<file path="config.mk">
export PLATFORM = sky130hd
export DESIGN_NAME = ccp_parser
export DESIGN_NICKNAME = d
export VERILOG_FILES = /design/src/rtl/ccp_pkg.sv /design/src/rtl/ccp_header_decode.sv /design/src/rtl/ccp_record_latch.sv /design/src/rtl/ccp_sequencer.sv /design/src/rtl/ccp_parser.sv
export SDC_FILE = /design/constraint.sdc
export NUM_CORES = 1
export LEC_CHECK = 0
export ABC_AREA = 1
export BUFFER_PORTS_ARGS = -buffer_cell sky130_fd_sc_hd__buf_4
export CAP_MARGIN = 20
export CORE_MARGIN = 3
export CORE_UTILIZATION = 58
export CTS_CLUSTER_DIAMETER = 50
export DETAILED_ROUTE_END_ITERATION = 8
export GPL_ROUTABILITY_DRIVEN = 0
export PLACE_DENSITY = 0.86
export REMOVE_ABC_BUFFERS = 1
export SLEW_MARGIN = 30
export SYNTH_ARGS = -nofsm -noshare
export SYNTH_HDL_FRONTEND = slang
export SYNTH_SLANG_ARGS = --single-unit
</file>
<file path="constraint.sdc">
create_clock -name clk -period 8.5 [get_ports clk]
set_clock_uncertainty 0.1 [all_clocks]
set_input_delay 0.85 -clock clk [delete_from_list [all_inputs] [get_ports clk]]
set_output_delay 0.85 -clock clk [all_outputs]
set_load 0.005 [all_outputs]
</file>
<file path="src/rtl/ccp_pkg.sv">
package ccp_pkg;

    localparam int WORD_W    = 32;
    localparam int KEY_WORDS = 8;
    localparam int FLAG_W    = 10;

    // flag bit positions that change the word layout
    localparam int F_CTRL = 0;
    localparam int F_LEN  = 1;
    localparam int F_IV   = 3;
    localparam int F_K0   = 4;
    localparam int F_K4   = 5;
    localparam int F_K6   = 6;

    localparam logic [3:0] MODE_ENC = 4'd1;
    localparam logic [3:0] MODE_DEC = 4'd3;

    typedef enum logic [1:0] {
        SLOT_HDR,
        SLOT_LEN,
        SLOT_IV,
        SLOT_KEY
    } slot_e;

    typedef struct packed {
        slot_e      kind;
        logic [3:0] sub;
    } slot_t;

    typedef struct packed {
        logic       decrypt;
        logic [2:0] algo;
        logic [3:0] key_words;
        logic [7:0] proc_id;
        logic       legal;
    } hdr_info_t;

    // number of words the flag requires in the control buffer
    function automatic logic [7:0] expected_words(logic [FLAG_W-1:0] f, logic [7:0] ivw);
        logic [7:0] n;
        n = 8'd1;
        if (f[F_LEN]) n = n + 8'd1;
        if (f[F_IV])  n = n + ivw;
        if (f[F_K0])  n = n + 8'd4;
        if (f[F_K4])  n = n + 8'd2;
        if (f[F_K6])  n = n + 8'd2;
        return n;
    endfunction

    // slot of the word at position idx in the buffer
    function automatic slot_t word_slot(logic [FLAG_W-1:0] f, logic [7:0] idx, logic [7:0] ivw);
        slot_t      s;
        logic [7:0] k;
        s.kind = SLOT_HDR;
        s.sub  = 4'd0;
        k      = idx;
        if (k == 8'd0) return s;
        k = k - 8'd1;
        if (f[F_LEN]) begin
            if (k == 8'd0) begin
                s.kind = SLOT_LEN;
                return s;
            end
            k = k - 8'd1;
        end
        if (f[F_IV]) begin
            if (k < ivw) begin
                s.kind = SLOT_IV;
                s.sub  = k[3:0];
                return s;
            end
            k = k - ivw;
        end
        s.kind = SLOT_KEY;
        if (f[F_K0]) begin
            if (k < 8'd4) begin
                s.sub = k[3:0];
                return s;
            end
            k = k - 8'd4;
        end
        if (f[F_K4]) begin
            if (k < 8'd2) begin
                s.sub = 4'd4 + k[3:0];
                return s;
            end
            k = k - 8'd2;
        end
        s.sub = 4'd6 + k[3:0];
        return s;
    endfunction

endpackage

</file>
<file path="src/rtl/ccp_header_decode.sv">
module ccp_header_decode
    import ccp_pkg::*;
(
    input  logic [3:0] mode,
    input  logic [3:0] nk,
    input  logic [2:0] alg,
    input  logic [7:0] pid,
    output hdr_info_t  info
);
    logic mode_ok;
    logic nk_ok;

    always_comb begin
        mode_ok        = (mode == MODE_ENC) || (mode == MODE_DEC);
        nk_ok          = (nk == 4'd4) || (nk == 4'd6) || (nk == 4'd8);
        info.decrypt   = (mode == MODE_DEC);
        info.algo      = alg;
        info.key_words = nk;
        info.proc_id   = pid;
        info.legal     = mode_ok && nk_ok;
    end
endmodule

</file>
<file path="src/rtl/ccp_record_latch.sv">
module ccp_record_latch
    import ccp_pkg::*;
#(
    parameter int IV_WORDS = 4
) (
    input  logic                         clk,
    input  logic                         rst,
    input  logic                         clear,
    input  logic                         wr_en,
    input  slot_t                        wr_slot,
    input  logic [WORD_W-1:0]            wr_data,
    input  hdr_info_t                    hdr_in,
    output hdr_info_t                    hdr_q,
    output logic [WORD_W-1:0]            len_q,
    output logic [WORD_W*IV_WORDS-1:0]   iv_q,
    output logic [WORD_W*KEY_WORDS-1:0]  key_q
);
    always_ff @(posedge clk) begin
        if (rst || clear) begin
            hdr_q <= '0;
            len_q <= '0;
        end else if (wr_en) begin
            if (wr_slot.kind == SLOT_HDR) hdr_q <= hdr_in;
            if (wr_slot.kind == SLOT_LEN) len_q <= wr_data;
        end
    end

    for (genvar g = 0; g < KEY_WORDS; g++) begin : g_key
        logic [WORD_W-1:0] kw;
        always_ff @(posedge clk) begin
            if (rst || clear)
                kw <= '0;
            else if (wr_en && wr_slot.kind == SLOT_KEY && wr_slot.sub == 4'(g))
                kw <= wr_data;
        end
        assign key_q[WORD_W*(KEY_WORDS-g)-1 -: WORD_W] = kw;
    end

    for (genvar g = 0; g < IV_WORDS; g++) begin : g_iv
        logic [WORD_W-1:0] vw;
        always_ff @(posedge clk) begin
            if (rst || clear)
                vw <= '0;
            else if (wr_en && wr_slot.kind == SLOT_IV && wr_slot.sub == 4'(g))
                vw <= wr_data;
        end
        assign iv_q[WORD_W*(IV_WORDS-g)-1 -: WORD_W] = vw;
    end
endmodule

</file>
<file path="src/rtl/ccp_sequencer.sv">
module ccp_sequencer
    import ccp_pkg::*;
#(
    parameter int IV_WORDS = 4
) (
    input  logic              clk,
    input  logic              rst,
    input  logic              desc_valid,
    input  logic [FLAG_W-1:0] desc_flag,
    output logic              desc_ready,
    input  logic              in_valid,
    input  logic              in_last,
    output logic              in_ready,
    input  logic              hdr_ok,
    input  logic              rec_ready,
    output logic              rec_valid,
    output logic              proto_err,
    output logic              start,
    output logic              wr_en,
    output slot_t             wr_slot
);
    localparam int MAX_WORDS = 2 + IV_WORDS + KEY_WORDS;
    localparam int CNT_W     = $clog2(MAX_WORDS + 1);

    typedef enum logic [2:0] {
        ST_IDLE,
        ST_PARSE,
        ST_DRAIN,
        ST_CHECK,
        ST_HOLD
    } state_e;

    state_e            state;
    logic [FLAG_W-1:0] flag_q;
    logic [CNT_W-1:0]  idx_q;
    logic [CNT_W-1:0]  total_q;
    logic              err_q;
    logic              is_final;

    always_comb begin
        desc_ready = (state == ST_IDLE);
        in_ready   = (state == ST_PARSE) || (state == ST_DRAIN);
        rec_valid  = (state == ST_HOLD);
        proto_err  = err_q;
        start      = desc_valid && desc_ready && desc_flag[F_CTRL];
        wr_en      = (state == ST_PARSE) && in_valid;
        wr_slot    = word_slot(flag_q, 8'(idx_q), 8'(IV_WORDS));
        is_final   = (idx_q == total_q - CNT_W'(1));
    end

    always_ff @(posedge clk) begin
        if (rst) begin
            state   <= ST_IDLE;
            flag_q  <= '0;
            idx_q   <= '0;
            total_q <= '0;
            err_q   <= 1'b0;
        end else begin
            err_q <= 1'b0;
            case (state)
                ST_IDLE: begin
                    if (start) begin
                        flag_q  <= desc_flag;
                        total_q <= CNT_W'(expected_words(desc_flag, 8'(IV_WORDS)));
                        idx_q   <= '0;
                        state   <= ST_PARSE;
                    end
                end
                ST_PARSE: begin
                    if (in_valid) begin
                        idx_q <= idx_q + CNT_W'(1);
                        if (is_final) begin
                            state <= in_last ? ST_CHECK : ST_DRAIN;
                        end else if (in_last) begin
                            err_q <= 1'b1;
                            state <= ST_IDLE;
                        end
                    end
                end
                ST_DRAIN: begin
                    if (in_valid && in_last) state <= ST_CHECK;
                end
                ST_CHECK: begin
                    if (hdr_ok) begin
                        state <= ST_HOLD;
                    end else begin
                        err_q <= 1'b1;
                        state <= ST_IDLE;
                    end
                end
                ST_HOLD: begin
                    if (rec_ready) state <= ST_IDLE;
                end
                default: state <= ST_IDLE;
            endcase
        end
    end
endmodule

</file>
<file path="src/rtl/ccp_parser.sv">
module ccp_parser
    import ccp_pkg::*;
#(
    parameter int IV_WORDS = 4
) (
    input  logic                           clk,
    input  logic                           rst,
    input  logic                           desc_valid,
    input  logic [9:0]                     desc_flag,
    output logic                           desc_ready,
    input  logic                           in_valid,
    input  logic [31:0]                    in_data,
    input  logic                           in_last,
    output logic                           in_ready,
    output logic                           rec_valid,
    input  logic                           rec_ready,
    output logic                           rec_decrypt,
    output logic [2:0]                     rec_algo,
    output logic [3:0]                     rec_key_words,
    output logic [7:0]                     rec_proc_id,
    output logic [15:0]                    rec_payload_len,
    output logic [15:0]                    rec_hdr_len,
    output logic [32*IV_WORDS-1:0]         rec_iv,
    output logic [255:0]                   rec_key,
    output logic                           proto_err
);
    logic        start;
    logic        wr_en;
    slot_t       wr_slot;
    hdr_info_t   hdr_new;
    hdr_info_t   hdr_q;
    logic [31:0] len_q;

    ccp_sequencer #(.IV_WORDS(IV_WORDS)) u_seq (
        .clk        (clk),
        .rst        (rst),
        .desc_valid (desc_valid),
        .desc_flag  (desc_flag),
        .desc_ready (desc_ready),
        .in_valid   (in_valid),
        .in_last    (in_last),
        .in_ready   (in_ready),
        .hdr_ok     (hdr_q.legal),
        .rec_ready  (rec_ready),
        .rec_valid  (rec_valid),
        .proto_err  (proto_err),
        .start      (start),
        .wr_en      (wr_en),
        .wr_slot    (wr_slot)
    );

    ccp_header_decode u_dec (
        .mode (in_data[31:28]),
        .nk   (in_data[23:20]),
        .alg  (in_data[26:24]),
        .pid  (in_data[7:0]),
        .info (hdr_new)
    );

    ccp_record_latch #(.IV_WORDS(IV_WORDS)) u_latch (
        .clk     (clk),
        .rst     (rst),
        .clear   (start),
        .wr_en   (wr_en),
        .wr_slot (wr_slot),
        .wr_data (in_data),
        .hdr_in  (hdr_new),
        .hdr_q   (hdr_q),
        .len_q   (len_q),
        .iv_q    (rec_iv),
        .key_q   (rec_key)
    );

    assign rec_decrypt     = hdr_q.decrypt;
    assign rec_algo        = hdr_q.algo;
    assign rec_key_words   = hdr_q.key_words;
    assign rec_proc_id     = hdr_q.proc_id;
    assign rec_payload_len = len_q[15:0];
    assign rec_hdr_len     = len_q[31:16];
endmodule

</file>
# ---- After elaboration in Yosys (flattened, before gate mapping)
# Index checks and enable logic that the tools add are counted.
dict set report classes {
  addsub 13
  magnitude_cmp 3
  eq_ne 25
  muxes 103
  reduce_logical 35
}
# cell count
set op_table {}
lappend op_table {{$mux W4} 24}
lappend op_table {{$mux W8} 12}
lappend op_table {{$mux W6} 14}
lappend op_table {{$mux W1} 42}
lappend op_table {{$eq A4 B3 Y1 const B} 6}
lappend op_table {{$mux W3} 7}
lappend op_table {{$logic_and A1 B1 Y1} 19}
lappend op_table {{$lt A8 B3 Y1 const B} 2}
lappend op_table {{$sub A8 B3 Y8 const B} 2}
lappend op_table {{$pmux W3 S5} 1}
lappend op_table {{$eq A4 B2 Y1 const B} 3}
lappend op_table {{$add A3 B4 Y4 const A} 2}
lappend op_table {{$add A4 B2 Y4 const B} 2}
lappend op_table {{$add A4 B3 Y4 const B} 2}
lappend op_table {{$eq A4 B1 Y1 const B} 2}
lappend op_table {{$logic_not A4 Y1} 2}
lappend op_table {{$logic_not A8 Y1} 1}
lappend op_table {{$lt A8 B2 Y1 const B} 1}
lappend op_table {{$pmux W4 S2} 1}
lappend op_table {{$sub A8 B1 Y8 const B} 1}
lappend op_table {{$eq A3 B2 Y1 const B} 2}
lappend op_table {{$reduce_and A2 Y1} 3}
lappend op_table {{$logic_or A1 B1 Y1} 5}
lappend op_table {{$reduce_and A5 Y1} 1}
lappend op_table {{other kinds (19)} 22}
dict set report totals {
  register_bits 451
  inputBits 48
  output_inout_bits 436
  elab_cells 202
}

# ---- Logic depth before layout (Yosys ltp)
dict set report depth {
  ltp_word 50
  mapped_depth 48
  ltp_nobuf 46
}

# ---- Modules after synthesis
# From an unflattened synthesis, not the netlist that was laid out.
dict set report hier_totals {
  cells_unflattened 2673
  hier_area_um2 18768.0
}
# module instances cells_per_inst area_each_um2 seq_area_each_um2
set by_module_without_submodules {}
lappend by_module_without_submodules {ccp_record_latch 1 2384 16973.8 8668.3}
lappend by_module_without_submodules {ccp_sequencer 1 264 1639.1 320.3}
lappend by_module_without_submodules {ccp_header_decode 1 25 155.1 0.0}

# ---- Worst setup path after synthesis
# No wires, ideal clock.
dict set report synth_path {
  path_type {register -> register}
  startpoint {register u_seq.idx_q[0]}
  endpoint {register u_latch.g_key[0].kw[0]}
  setup_time_ns 0.113
  arrival_ns 4.969
  required_time_ns 8.287
  setup_slack_ns 3.318
  stages_incl_launch_ff 47
  path_buffers 3
  synth_period_minus_slack_ns 5.182
  path_cell_list {dfxtp_1 > buf_4 > inv_2 > ha_1 > inv_1 > nand2_1 > nand2_2 > clkinv_2 > nand3_1 > nand3_1 > nand2_1 > nand2_1 > ha_1 > nand3_2 > inv_2 > ha_1 > inv_1 > o21a_1 > [11 not listed] > nand2_1 > nand2_1 > nand2_1 > o21ai_0 > ha_1 > inv_1 > xor2_1 > inv_1 > nand2_1 > nand3_1 > nand3_1 > nand2_1 > nand2_4 > buf_12 > nand4_4 > buf_2 > nor2_1 > nor2_1}
}
dict set report synth_via {
  elab_chain_cells 49
  word_cells_on_any_way 84
  cone_classes {add/sub: 7; order compare: 3; eq/ne: 1; mux: 68; reduce/logical: 5}
}
# item line
set synth_rtl {}
lappend synth_rtl {{start, declared} ccp_sequencer.sv:35} ;# logic [CNT_W-1:0] idx_q;
lappend synth_rtl {{start signal, assigned} ccp_sequencer.sv:71} ;# idx_q <= idx_q + CNT_W'(1);
lappend synth_rtl {{branches (longest 46 deep; another with $sub A8 B1 Y8)} --}
lappend synth_rtl {{$mux W6 *} ccp_pkg.sv:58} ;# k = k - 8'd1;
lappend synth_rtl {{$logic_not A4 Y1 or $logic_and A1 B1 Y1 (tied branches)} ccp_record_latch.sv:33} ;# else if (wr_en && wr_slot.kind == SLOT_KEY && wr_slot.sub == 4'(g))
lappend synth_rtl {{$logic_and A1 B1 Y1 *} ccp_record_latch.sv:33}
lappend synth_rtl {{end signal, assigned} ccp_record_latch.sv:34} ;# kw <= wr_data;
lappend synth_rtl {{end, declared} ccp_record_latch.sv:29} ;# logic [WORD_W-1:0] kw;
# Mark *: on every way between the ends. The select of a mux whose other input is x is not followed.
# A chain may end at the register's enable or synchronous reset.

# ---- Worst setup path after layout
dict set report layout_path {
  startpoint {register u_seq.idx_q[0]}
  endpoint {register u_latch.g_key[5].kw[25]}
}
dict set report layout_via {
  elab_chain_cells 49
  word_cells_on_any_way 84
  cone_classes {add/sub: 7; order compare: 3; eq/ne: 2; mux: 68; reduce/logical: 4}
}
# item line
set layout_rtl {}
lappend layout_rtl {{branches (longest 46 deep; another with $sub A8 B1 Y8)} --}
lappend layout_rtl {{$mux W6 *} ccp_pkg.sv:58}
lappend layout_rtl {{$eq A4 B3 Y1 or $logic_and A1 B1 Y1 (tied branches)} ccp_record_latch.sv:33}
lappend layout_rtl {{$logic_and A1 B1 Y1 *} ccp_record_latch.sv:33}
lappend layout_rtl {{end signal, assigned} ccp_record_latch.sv:34}
lappend layout_rtl {{end, declared} ccp_record_latch.sv:29}
# Marked as above.

==> impl_results.md <==
* # IOs at 484
* Clock root cell: clkbuf_16
* # Max-Cap Violations at 0
* ANT nets after route at 0
* Synth cell types at 45
* CTS tree: done
* CP Launch Type: flop
* Worst skew pair latency at 0.54 ns
* Clock Sinks at 449
* Most common cell after layout, fill and taps aside: nand2_1
* Vias at 19.1k
* Ys Warns at 0
* Worst Tran Pin Value at 0.952 ns
* H-tree levels at 2
* DRC viols at 0
* CTS resizes at 0
* Post-CTS Setup Repair Bufs at 0
* Worst r2r src: u_seq.idx_q[0]
* Status: complete, no violations
* FMAX at 0.145 GHz
* Power per Cell Area at 187 nW/um^2
* Initial Util at 0.595
* Crit share post-route at 0.812
* Worst setup path category: flop to flop
* Reg2Reg Depth at 45
* WL/cell at 16.0 um
* Dpl hpwl at 40,100 um
* Slowest CP cell: nand4_4
* Hold path start: u_latch.hdr_q[9]
* Post-CTS Hold Fix Bufs at 0
* Die H at 190 um
* Clock buffer depth at 3
* RSZ-0062 raised after global routing: no
* Die X at 190 um
* Die area at 36,100 sq um
* Initial antenna violation count at 0
* Hold Crit Endpoint: u_latch.hdr_q[9]
* Seq/Total Area, Yosys at 0.458
* CTS Buf Count at 47
* Clock transition at path regs at 0.06 ns
* CP Max Fanout at 45
* Final worst path period need at 6.90 ns
* TNS Setup at 0 ns
* Avg Inst Size Synth at 6.60 sq um
* Starting DRT DRC Count at 1,152
* PortBufs at 479
* Synth-to-Final Area Change at 25.6%
* Commonest non-fill, non-tap cells in the layout: nand2_1 (831), nor2_1 (755), buf_4 (492)
* Setup violations, final at 0
* Hold depth at 2
* Number of vias per cell at 5.00
* Largest net degree at the start of global routing at 144
* Crit-path max cell delay at 0.73 ns
* Seq cells post-synth at 449
* Rows at 66
* Worst slew margin at 0.366
* Placed cell count at 3,741
* Leakage at 13.8 nW
* Max Slew Vio Count at 0
* CP dominant cell by count: nand2_1
* Synthesized instance count at 2,971
* WP data required at 8.86 ns
* Diodes inserted at 0
* DR pass1 iterations at 5
* Final #Nets at 3,410
* Critical Path AT at 7.26 ns
* Max VDD drop at 0.159 mV
* Gr usage total at 0.325
* GRT Residual Overflow at 0
* HP Class: flop to flop
* Detailed Route WL at 61,300 um
* Layout cells sized above 1 at 0.186
* Vias in the first global route at 18.2k
* FF-to-FF setup slack at 1.60 ns
* Core Area at 32,900 sq um
* Fin. Hold Viols at 0
* First-pass GRT wire length at 94,400 um
* Worst Setup End Kind: flop
* Post-Syn Area at 19,600 sq um
* R2r endpoint: u_latch.g_key[5].kw[25]
* Final non-filler cell total at 3,826
[area by class of cell]
class | count | area [sq um]
clock inverter | 17 | 236
multi-input combinational | 1854 | 7790
fill | 2395 | 8310
tap | 442 | 553
clock buffer | 68 | 1400
inverter | 499 | 1880
timing repair buffer | 497 | 3790
sequential | 449 | 8990
[state kept, by name, summed over array words and instances, names as in the netlist]
register	flops
u_latch.g_iv.vw	128
u_latch.g_key.kw	256
u_latch.hdr_q	17
u_latch.len_q	32
u_seq.flag_q	4
u_seq.idx_q	4
u_seq.proto_err	1
u_seq.state	3
u_seq.total_q	4
[how the worst max path moves through the flow]
stage	start	end	depth (start not counted)
finish	u_seq.idx_q[0]	u_latch.g_key[5].kw[25]	45
floorplan	u_seq.idx_q[0]	u_latch.g_key[3].kw[11]	46
global route	u_seq.idx_q[0]	u_latch.g_key[5].kw[25]	45
CTS	u_seq.idx_q[0]	u_latch.g_key[5].kw[25]	45
global placement	u_seq.idx_q[0]	u_latch.g_key[5].kw[1]	45
detailed placement	u_seq.idx_q[0]	u_latch.g_key[5].kw[25]	45
[per-layer routing]
layer  part of all wire  GRT usage  up-vias
met2               0.46      0.546      860
met4              0.074      0.209        0
met5                  0          0        -
met1               0.38      0.376     8685
li1                   -          -     9345
met3              0.089     0.0709      242
[worst max-delay path, delay by kind of cell, from the launching register on]
family                     cells  cell delay, ns
and+or+nand+nor               25            2.90
xor gates and xnor gates       1            0.18
DFF                            1            0.60
buffers and inverters         10            1.20
adders and majority gates      6            1.34
AOI/OAI and AO/OA              3            0.48
[report_power, final]
| group | switching [mW] | internal, mW | leakage, nW |
|---|---|---|---|
| logic | 0.234 | 0.0867 | 9.41 |
| clock network | 0.856 | 1.30 | 0.797 |
| registers | 0.0151 | 2.12 | 3.62 |
[through the flow]
step	util	setup WS (ns)	total power, mW	hold slack, ns	instance area (sq um)
floorplan	-	2.87	2.36	0.356	18600
finish	0.748	1.60	4.61	0.404	24600
global route	0.748	0.947	4.74	0.437	24600
CTS	0.748	1.69	4.62	0.403	24600
detailed placement	0.698	1.76	2.50	0.394	23000
global placement	0.696	2.02	2.49	0.391	22900
[synth_stat cells, drive strengths merged]
cell / number / share of area
a211oi: 1 / 0.00038
a21oi: 69 / 0.018
a31oi: 1 / 0.00032
a41oi: 1 / 0.00045
buf: 113 / 0.039
clkbuf: 56 / 0.011
clkinv: 1 / 0.00025
dfxtp: 449 / 0.46
fa: 1 / 0.0010
ha: 13 / 0.0083
inv: 498 / 0.095
nand2: 845 / 0.16
nand3: 58 / 0.016
nand4: 16 / 0.014
nor2: 758 / 0.15
nor3: 7 / 0.0026
nor3b: 1 / 0.00096
nor4: 1 / 0.00032
o2111ai: 1 / 0.00045
o211a: 1 / 0.00051
o211ai: 2 / 0.00077
o21a: 1 / 0.00038
o21ai: 64 / 0.017
o31ai: 1 / 0.00038
or2: 2 / 0.00064
or4: 1 / 0.00038
xnor2: 4 / 0.0018
xor2: 5 / 0.0022
[cell families (layout without fill, tap and decap cells)]
| kind of cell | count (synthesis) | after routing | synth area share |
|---|---|---|---|
| and+or+nand+nor | 1689 | 1689 | 0.345 |
| buffers and inverters | 668 | 1081 | 0.145 |
| DFF | 449 | 449 | 0.458 |
| AOI/OAI and AO/OA | 142 | 142 | 0.0383 |
| adders and majority gates | 14 | 14 | 0.00931 |
| xor gates and xnor gates | 9 | 9 | 0.00402 |
Note: power is estimated with default switching activity, not from simulation.
